**config.mk**
```make
export PLATFORM = sky130hd
export DESIGN_NAME = dcp_sequencer
export DESIGN_NICKNAME = d
export VERILOG_FILES = /design/src/rtl/dcp_pkg.sv /design/src/rtl/dcp_window_sel.sv /design/src/rtl/dcp_interval_timer.sv /design/src/rtl/dcp_phase_ctrl.sv /design/src/rtl/dcp_sequencer.sv
export SDC_FILE = /design/constraint.sdc
export NUM_CORES = 1
export LEC_CHECK = 0
export ABC_AREA = 0
export BUFFER_PORTS_ARGS = -buffer_cell sky130_fd_sc_hd__buf_2
export CAP_MARGIN = 20
export CORE_MARGIN = 2
export CORE_UTILIZATION = 30
export DETAILED_ROUTE_END_ITERATION = 10
export PLACE_DENSITY_LB_ADDON = 0.05
export SYNTH_ARGS = -nofsm -noshare
export SYNTH_HDL_FRONTEND = slang
export SYNTH_SLANG_ARGS = --single-unit
```
**constraint.sdc**
```tcl
create_clock -name clk_i -period 9.15 [get_ports clk_i]
set_input_delay 0.4575 -clock clk_i [delete_from_list [all_inputs] [get_ports clk_i]]
set_output_delay 0.4575 -clock clk_i [all_outputs]
set_load 0.005 [all_outputs]
```
**src/rtl/dcp_pkg.sv**
```systemverilog
package dcp_pkg;

   typedef enum logic [1:0] {
      PH_VESC = 2'd0,
      PH_HOLD = 2'd1,
      PH_AESC = 2'd2,
      PH_AVD  = 2'd3
   } dcp_phase_e;

   typedef struct packed {
      logic a_en;
      logic v_en;
   } dcp_sense_en_t;

   // Enables that take effect when a phase is entered.
   function automatic dcp_sense_en_t entry_enables(dcp_phase_e ph);
      dcp_sense_en_t e;
      case (ph)
         PH_HOLD: e = '{a_en: 1'b0, v_en: 1'b0};
         PH_AESC: e = '{a_en: 1'b1, v_en: 1'b0};
         default: e = '{a_en: 1'b0, v_en: 1'b1};
      endcase
      return e;
   endfunction

endpackage

```
**src/rtl/dcp_window_sel.sv**
```systemverilog
module dcp_window_sel
   import dcp_pkg::*;
#(
   parameter int TW = 12
) (
   input  dcp_phase_e      phase_i,
   input  logic [TW-1:0]   lri_i,
   input  logic [TW-1:0]   uri_i,
   input  logic [TW-1:0]   avd_i,
   output logic [TW-1:0]   len_o
);
   localparam int          SW  = TW + 2;
   localparam logic [TW-1:0] ONE = {{(TW-1){1'b0}}, 1'b1};

   logic signed [SW-1:0] esc_s;
   logic [TW-1:0]        lri_c, uri_c, avd_c;

   // Zero-valued programmed intervals act as a single tick.
   always_comb begin
      lri_c = (lri_i == '0) ? ONE : lri_i;
      uri_c = (uri_i == '0) ? ONE : uri_i;
      avd_c = (avd_i == '0) ? ONE : avd_i;
   end

   // Atrial escape length uses the raw programmed values, widened to signed.
   always_comb begin
      esc_s = $signed({2'b00, lri_i}) - $signed({2'b00, avd_i})
            - $signed({2'b00, uri_i});
   end

   always_comb begin
      case (phase_i)
         PH_VESC: len_o = lri_c;
         PH_HOLD: len_o = uri_c;
         PH_AESC: len_o = (esc_s <= 0) ? ONE : esc_s[TW-1:0];
         default: len_o = avd_c;
      endcase
   end

endmodule

```
**src/rtl/dcp_interval_timer.sv**
```systemverilog
module dcp_interval_timer #(
   parameter int TW         = 12,
   parameter bit DOWN_COUNT = 1'b1
) (
   input  logic          clk_i,
   input  logic          rst_ni,
   input  logic          tick_i,
   input  logic          restart_i,
   input  logic [TW-1:0] len_i,
   output logic          last_o
);
   localparam logic [TW-1:0] ONE = {{(TW-1){1'b0}}, 1'b1};

   // Set on phase entry; the window length is captured on the next tick.
   logic fresh_q;

   always_ff @(posedge clk_i) begin
      if (!rst_ni)        fresh_q <= 1'b1;
      else if (restart_i) fresh_q <= 1'b1;
      else if (tick_i)    fresh_q <= 1'b0;
   end

   generate
      if (DOWN_COUNT) begin : g_down
         logic [TW-1:0] rem_q;

         assign last_o = tick_i && (fresh_q ? (len_i <= ONE) : (rem_q <= ONE));

         always_ff @(posedge clk_i) begin
            if (!rst_ni)
               rem_q <= '0;
            else if (tick_i && !restart_i)
               rem_q <= fresh_q ? (len_i - ONE) : (rem_q - ONE);
         end
      end else begin : g_up
         logic [TW-1:0] cnt_q;
         logic [TW-1:0] lim_q;

         assign last_o = tick_i && (fresh_q ? (len_i <= ONE) : ((cnt_q + ONE) >= lim_q));

         always_ff @(posedge clk_i) begin
            if (!rst_ni) begin
               cnt_q <= '0;
               lim_q <= '0;
            end else if (tick_i && !restart_i) begin
               if (fresh_q) begin
                  lim_q <= len_i;
                  cnt_q <= ONE;
               end else begin
                  cnt_q <= cnt_q + ONE;
               end
            end
         end
      end
   endgenerate

endmodule

```
**src/rtl/dcp_phase_ctrl.sv**
```systemverilog
module dcp_phase_ctrl
   import dcp_pkg::*;
(
   input  logic       clk_i,
   input  logic       rst_ni,
   input  logic       tick_i,
   input  logic       a_sense_i,
   input  logic       v_sense_i,
   input  logic       last_i,
   output dcp_phase_e phase_o,
   output logic       a_en_o,
   output logic       v_en_o,
   output logic       a_pace_o,
   output logic       v_pace_o,
   output logic       restart_o
);
   dcp_phase_e    phase_q, phase_d;
   dcp_sense_en_t en_q, en_entry;
   logic          a_hit, v_hit;
   logic          fire_a, fire_v;
   logic          a_pace_q, v_pace_q;

   // Only enabled channels on a tick count as events.
   assign a_hit = tick_i && a_sense_i && en_q.a_en;
   assign v_hit = tick_i && v_sense_i && en_q.v_en;

   always_comb begin
      phase_d = phase_q;
      fire_a  = 1'b0;
      fire_v  = 1'b0;
      case (phase_q)
         PH_VESC: begin
            if (v_hit)       phase_d = PH_HOLD;
            else if (last_i) begin phase_d = PH_HOLD; fire_v = 1'b1; end
         end
         PH_HOLD: begin
            if (last_i)      phase_d = PH_AESC;
         end
         PH_AESC: begin
            if (a_hit)       phase_d = PH_AVD;
            else if (last_i) begin phase_d = PH_AVD; fire_a = 1'b1; end
         end
         default: begin
            if (v_hit)       phase_d = PH_HOLD;
            else if (last_i) begin phase_d = PH_HOLD; fire_v = 1'b1; end
         end
      endcase
   end

   assign restart_o = (phase_d != phase_q);
   assign en_entry  = entry_enables(phase_d);

   always_ff @(posedge clk_i) begin
      if (!rst_ni) begin
         phase_q  <= PH_VESC;
         en_q     <= '{a_en: 1'b0, v_en: 1'b1};
         a_pace_q <= 1'b0;
         v_pace_q <= 1'b0;
      end else begin
         phase_q  <= phase_d;
         a_pace_q <= fire_a;
         v_pace_q <= fire_v;
         if (restart_o) en_q <= en_entry;
      end
   end

   assign phase_o  = phase_q;
   assign a_en_o   = en_q.a_en;
   assign v_en_o   = en_q.v_en;
   assign a_pace_o = a_pace_q;
   assign v_pace_o = v_pace_q;

endmodule

```
**src/rtl/dcp_sequencer.sv**
```systemverilog
module dcp_sequencer
   import dcp_pkg::*;
#(
   parameter int TW         = 12,
   parameter bit DOWN_COUNT = 1'b1
) (
   input  logic          clk_i,
   input  logic          rst_ni,
   input  logic          tick_i,
   input  logic          a_sense_i,
   input  logic          v_sense_i,
   input  logic [TW-1:0] lri_i,
   input  logic [TW-1:0] uri_i,
   input  logic [TW-1:0] avd_i,
   output logic          a_pace_o,
   output logic          v_pace_o,
   output logic          a_sense_en_o,
   output logic          v_sense_en_o,
   output logic [1:0]    phase_o
);
   generate
      if (TW < 4 || TW > 24) begin : g_bad_tw
         $error("dcp_sequencer: TW must lie in 4..24");
      end
   endgenerate

   dcp_phase_e    phase;
   logic [TW-1:0] win_len;
   logic          win_last;
   logic          restart;

   dcp_window_sel #(.TW(TW)) u_win (
      .phase_i (phase),
      .lri_i   (lri_i),
      .uri_i   (uri_i),
      .avd_i   (avd_i),
      .len_o   (win_len)
   );

   dcp_interval_timer #(.TW(TW), .DOWN_COUNT(DOWN_COUNT)) u_tmr (
      .clk_i     (clk_i),
      .rst_ni    (rst_ni),
      .tick_i    (tick_i),
      .restart_i (restart),
      .len_i     (win_len),
      .last_o    (win_last)
   );

   dcp_phase_ctrl u_ctl (
      .clk_i     (clk_i),
      .rst_ni    (rst_ni),
      .tick_i    (tick_i),
      .a_sense_i (a_sense_i),
      .v_sense_i (v_sense_i),
      .last_i    (win_last),
      .phase_o   (phase),
      .a_en_o    (a_sense_en_o),
      .v_en_o    (v_sense_en_o),
      .a_pace_o  (a_pace_o),
      .v_pace_o  (v_pace_o),
      .restart_o (restart)
   );

   assign phase_o = phase;

endmodule

```
==> impl_metrics.env, run 1 <==
export IMPL_gp_congestion=0.8947
export IMPL_root_buffer="clkbuf_16"
export IMPL_floorplan_initialDensity=0.3069
export IMPL_place_ws_ns=2.795
export IMPL_p_per_area_nw_per_um2=159.8
export IMPL_synth_fp_nets=574
export IMPL_finalCritPeriodShare=0.6879
export IMPL_ir_worst_vdd_uv=79.01
export IMPL_h_tree_depth=1
export IMPL_vias=3886
export IMPL_critPathLaunchType="primary input"
export IMPL_cpMaxStageDelayCell="o41ai_1"
export IMPL_antenna_found_initial=0
export IMPL_tns_ns=0
export IMPL_io_buffers=46
export IMPL_drt_pass1_iter_count=5
export IMPL_cts_tree="done"
export IMPL_async_flop_share=0
export IMPL_crit_arrival_ns=6.43
export IMPL_ys_types=72
export IMPL_grt_start_max_net_pins=28
export IMPL_die_y_um=111.9
export IMPL_critical_path_required_ns=9.28
export IMPL_nNetsFinal=605
export IMPL_tightest_slew_ns=0.7753
export IMPL_rsz0062_at_grt="false"
export IMPL_hold_viol_final=0
export IMPL_fin_ws_ns=2.856
export IMPL_maxSlewViolCount=0
export IMPL_cpPeakStageDelay_ns=0.50
export IMPL_synthFlopType="dfxtp_1"
export IMPL_wl_per_cell_um=18.40
export IMPL_reg2reg_to="u_ctl.v_en_o"
export IMPL_ys_top_cells_by_area="ha_1 (12%), dfxtp_1 (11%), nand2_1 (5.9%)"
export IMPL_r2r_cells=15
export IMPL_syn_inst=498
export IMPL_grt_pass1_wl_um=19860
export IMPL_multi_input_area_sq_um=2872
export IMPL_dpl_cell_count=667
export IMPL_grt_pass1_vias=3665
export IMPL_status="complete, no violations"
export IMPL_ff2ff_setup_slack_ns=4.82
export IMPL_whs_endpoint="u_ctl.v_en_o"
export IMPL_fp_row_count=39
export IMPL_stdcell_count=671
export IMPL_grt_total_usage=0.1950
export IMPL_die_area_sq_um=12510
export IMPL_ys_ff_latch=19
export IMPL_fmax_mhz=158.9
export IMPL_viasPerCell=5.791
export IMPL_slew_headroom=0.4824
export IMPL_crit_path_max_fanout=9
export IMPL_final_layout_size_suffix_gt1_frac=0.1288
export IMPL_cts_buffer_depth=2
export IMPL_yosys_warnings=0
export IMPL_synth_edf_count=0
export IMPL_fin_util=0.3421
export IMPL_post_cts_resized=0
export IMPL_clkTransAtPathRegs_ns=0.06
export IMPL_core_area_sq_um=11370
export IMPL_diodes=0
export IMPL_clkLatencyLatePin_ns=0.25
export IMPL_path_class="primary input to flip-flop"
export IMPL_synth_area_sq_um=3490
export IMPL_drc=0
export IMPL_synth_top_area_cell="ha_1"
export IMPL_area_growth_pct=11.47
export IMPL_drtAntennaViolNets=0
export IMPL_dp_hpwl_um=10240
export IMPL_ys_seq_area_frac=0.1090
export IMPL_hold_buffers=0
export IMPL_power_leakage_nw=1.624
export IMPL_fillers=1257
export IMPL_setup_viol=0
export IMPL_cts_sinks=19
export IMPL_synth_top_area_frac=0.1183
export IMPL_chipWidth_um=111.9
export IMPL_worst_clock_skew_ns=0.001813
export IMPL_critPathTopFamily="compound AO/OA/AOI/OAI gates"
export IMPL_r2r_start="u_ctl.phase_o[0]"
export IMPL_first_iter_violations=319
export IMPL_cts_buffers=3
export IMPL_maxCapViolCount=0
export IMPL_cp_end_kind="flip-flop"
export IMPL_syn_avg_cell_area_sq_um=7.007
export IMPL_overflow=0
export IMPL_crit_buf_inv=3
export IMPL_hold_path_class="primary input to flip-flop"
export IMPL_register_area_sq_um=380.4
export IMPL_timing_final_crit_period_ns=6.294
export IMPL_post_cts_setup_buffers=0
export IMPL_hp_start="rst_ni"
export IMPL_ios=47
export IMPL_holdPathStages=2
export IMPL_drt_wl_total_um=12340
==> synthesized netlist by cell type (all sizes together) (10+ instances only) <==
cell type and instances:
nor3 13, a31oi 10, nand2 55, dfxtp 19, a21o 11, nor2 33
inv 37, ha 33, nand3 19, a221oi 11, clkbuf 18, o21ai 30
a21oi 38
==> worst max-delay path by stage <==
stage	from	endpoint	slack [ns]	cells past startpoint
4_1_cts	avd_i[1]	u_ctl.v_en_o	2.98	29
6_report	avd_i[1]	u_ctl.v_en_o	2.86	29
3_3_place_gp	lri_i[0]	u_ctl.v_en_o	2.72	28
5_1_grt	avd_i[1]	u_tmr.g_down.rem_q[6]	2.45	27
2_1_floorplan	lri_i[0]	u_ctl.v_en_o	3.62	28
3_5_place_dp	avd_i[1]	u_ctl.v_en_o	2.79	29
==> per-layer routing <==
metal | GRT usage | vias up | share of wire
met5 | 0 | - | 0
met4 | 0.01728 | 0 | 0.0047
met3 | 0.02613 | 6 | 0.048
met2 | 0.3030 | 110 | 0.43
met1 | 0.2967 | 1843 | 0.51
li1 | - | 1927 | -
==> stage by stage <==
step	power [W]	cell area (sq um)	hold slack, ns
after floorplan	0.0004138	3490	0.4552
after global placement	0.0005275	3811	0.4946
after detailed placement	0.0005217	3811	0.4856
after CTS	0.0006166	3890	0.4790
after global routing	0.0006755	3890	0.4783
final	0.0006216	3890	0.4939
==> placed cells by master (no fill, tap or decap), drive strengths merged, types with 10 or more instances in the layout <==
master,Yosys,final
a221oi,11,11
nand3,19,19
buf,3,47
nand2,55,55
nor2,33,33
a21o,11,11
o21ai,30,30
inv,37,37
dfxtp,19,19
nor3,13,13
ha,33,33
a31oi,10,10
a21oi,38,38
==> power by group <==
part | total (W) | switching [W] | internal (W) | leakage [nW]
Combinational | 0.000419 | 0.000257 | 0.000161 | 1.43
Clock | 0.0000913 | 0.0000320 | 0.0000593 | 0.0382
Sequential | 0.000112 | 0.0000174 | 0.0000943 | 0.156
==> cells by family after synthesis <==
kind of cell / count (synthesis) / share of synthesized area
AO/OA/AOI/OAI: 173 / 0.3521
XOR/XNOR: 17 / 0.04267
adder cells (fa/ha/maj): 35 / 0.1298
buffers and inverters: 59 / 0.06812
flip-flops: 19 / 0.1090
multiplexers: 7 / 0.02151
AND/OR/NAND/NOR: 188 / 0.2768
==> cell type report <==
cell class              instances  share of cell area
inverters                      38             0.03667
flip-flops and latches         19             0.09778
repair buffers                 47             0.06111
multi-input cells             420              0.7382
well taps                     143             0.04600
clock buffers                   4             0.02026
==> sequential cells by signal (all words and copies together), names as in the netlist <==
signal	flops
u_ctl.v_en_o	1
u_ctl.v_pace_o	1
u_tmr.fresh_q	1
u_tmr.g_down.rem_q	12
u_ctl.phase_o	2
u_ctl.a_pace_o	1
u_ctl.a_en_o	1
(Power assumes the default switching activity.)
==> run 2: changes to the inputs <==
Clock period 9.15 ns to 5.6 ns, I/O delays scaled along.
==> run 2 against run 1 <==
- clock skew barely moved
- global-route usage grew 0.74 points
- core utilization increased by 6.0 points
- count of clock-buffer cells in the layout unchanged
- worst hold slack got worse by 0.20 ns
- final cell count increased by 12%
- critical path type unchanged
==> impl_metrics.env, run 2 (synthesis gave the netlist of run 1 again) <==
export IMPL_status="complete, no violations"
export IMPL_h_tree_depth=1
export IMPL_first_iter_violations=392
export IMPL_drtAntennaViolNets=0
export IMPL_critical_path_required_ns=5.74
export IMPL_root_buffer="clkbuf_16"
export IMPL_power_leakage_nw=2.025
export IMPL_dp_hpwl_um=10780
export IMPL_nNetsFinal=683
export IMPL_ios=47
export IMPL_setup_viol=0
export IMPL_crit_arrival_ns=5.45
export IMPL_cp_end_kind="flip-flop"
export IMPL_cts_buffer_depth=2
export IMPL_final_layout_size_suffix_gt1_frac=0.2690
export IMPL_crit_path_max_fanout=4
export IMPL_gp_congestion=0.9429
export IMPL_grt_start_max_net_pins=22
export IMPL_tns_ns=0
export IMPL_gr_usage_met1=0.3022
export IMPL_clkTransAtPathRegs_ns=0.06
export IMPL_maxSlewViolCount=0
export IMPL_stdcell_count=749
export IMPL_cts_tree="done"
export IMPL_multi_input_area_sq_um=2964
export IMPL_diodes=0
export IMPL_viasPerCell=5.603
export IMPL_dpl_cell_count=743
export IMPL_critPathLaunchType="primary input"
export IMPL_maxCapViolCount=0
export IMPL_power_w=0.001184
export IMPL_tightest_slew_ns=0.7598
export IMPL_vias=4197
export IMPL_path_class="primary input to flip-flop"
export IMPL_largest_register_ffs=12
export IMPL_hold_buffers=0
export IMPL_fillers=1204
export IMPL_area_growth_pct=30.91
export IMPL_chipWidth_um=111.9
export IMPL_fp_row_count=39
export IMPL_hold_path_class="primary input to flip-flop"
export IMPL_grt_total_usage=0.2024
export IMPL_register_area_sq_um=380.4
export IMPL_top_register="u_tmr.g_down.rem_q"
export IMPL_overflow=0
export IMPL_cpMaxStageDelayCell="or3_1"
export IMPL_die_area_sq_um=12510
export IMPL_hold_viol_final=0
export IMPL_worst_clock_skew_ns=0.001773
export IMPL_use_met3=0.02286
export IMPL_antenna_found_initial=0
export IMPL_busiest_layer="met2"
export IMPL_clkLatencyLatePin_ns=0.25
export IMPL_final_common_cell="buf_4"
export IMPL_fmax_mhz=188.2
export IMPL_finalCritPeriodShare=0.9486
export IMPL_cts_sinks=19
export IMPL_cts_buffers=3
export IMPL_p_per_area_nw_per_um2=259.1
export IMPL_drc=0
export IMPL_drt_pass1_iter_count=5
export IMPL_wl_per_cell_um=17.21
export IMPL_fin_ws_ns=0.2877
export IMPL_r2r_cells=17
export IMPL_timing_final_crit_period_ns=5.312
export IMPL_slew_headroom=0.4928
export IMPL_core_area_sq_um=11370
export IMPL_cpPeakStageDelay_ns=0.40
export IMPL_io_buffers=46
export IMPL_ir_worst_vdd_uv=146.3
export IMPL_grt_pass1_wl_um=20860
export IMPL_layout_common_cells="buf_4 (79), nand2_1 (55), buf_2 (46)"
export IMPL_grtUsageMet2=0.3176
export IMPL_grt_pass1_vias=3977
export IMPL_die_y_um=111.9
export IMPL_drt_wl_total_um=12890
export IMPL_floorplan_initialDensity=0.3069
export IMPL_place_ws_ns=-0.3144
export IMPL_holdPathStages=2
## run 2: changes by cell type in the layout (fill, tap and decap cells not counted), sizes merged
| cell | delta |
|---|---|
| buf | +78 |
## run 2: layer usage
metal  wire length (um)  part of all wire  vias to the layer above
li1                   -                 -                     2100
met1               6580              0.51                     1967
met5                  0                 0                        -
met4                164             0.013                        0
met2               5590              0.43                      115
met3                554             0.043                       15
## run 2: cell type report
class                      count  area share
timing repair buffer         125      0.1802
tap                          143     0.03917
sequential                    19     0.08326
clock buffer                   4     0.01726
multi-input combinational    420      0.6489
inverter                      38     0.03122
## run 2: stage by stage
stage / utilization / hold slack, ns / instance area (sq um)
3_3_place_gp: 0.3854 / 0.4802 / 4382
4_1_cts: 0.3926 / 0.2909 / 4464
3_5_place_dp: 0.3854 / 0.4802 / 4382
2_1_floorplan: - / 0.4552 / 3490
6_report: 0.4018 / 0.2926 / 4568
5_1_grt: 0.4018 / 0.3051 / 4568
## run 2: path summary, 6_finish.rpt
kind / end / slack, ns / startpoint
setup / recovery: u_ctl.v_en_o / 0.29 / avd_i[3]
hold / removal: u_ctl.v_en_o / 0.29 / rst_ni
setup reg to reg: u_ctl.v_en_o / 1.62 / u_ctl.phase_o[0]
hold reg to reg: u_tmr.g_down.rem_q[1] / 0.49 / u_tmr.g_down.rem_q[1]
## run 2: worst max-delay path: cells and delay by family
kind / cells / cell delay (ns)
AOI/OAI and AO/OA: 11 / 1.74
xor gates and xnor gates: 1 / 0.11
adders and majority gates: 4 / 0.97
buffers and inverters: 4 / 0.44
muxes: 1 / 0.12
and+or+nand+nor: 9 / 1.81
## run 2: what timing repair did
item	CTS	global route
pin swaps	0	11
resized for setup	2	27
endpoints found under the setup margin	2	16
setup buffers	0	2
## run 2: report_power, final
| part | switching, W | total [W] | internal, W |
|---|---|---|---|
| registers | 0.0000285 | 0.000183 | 0.000154 |
| logic | 0.000455 | 0.000850 | 0.000395 |
| clock network | 0.0000539 | 0.000151 | 0.0000970 |
| total | 0.000537 | 0.00118 | 0.000647 |
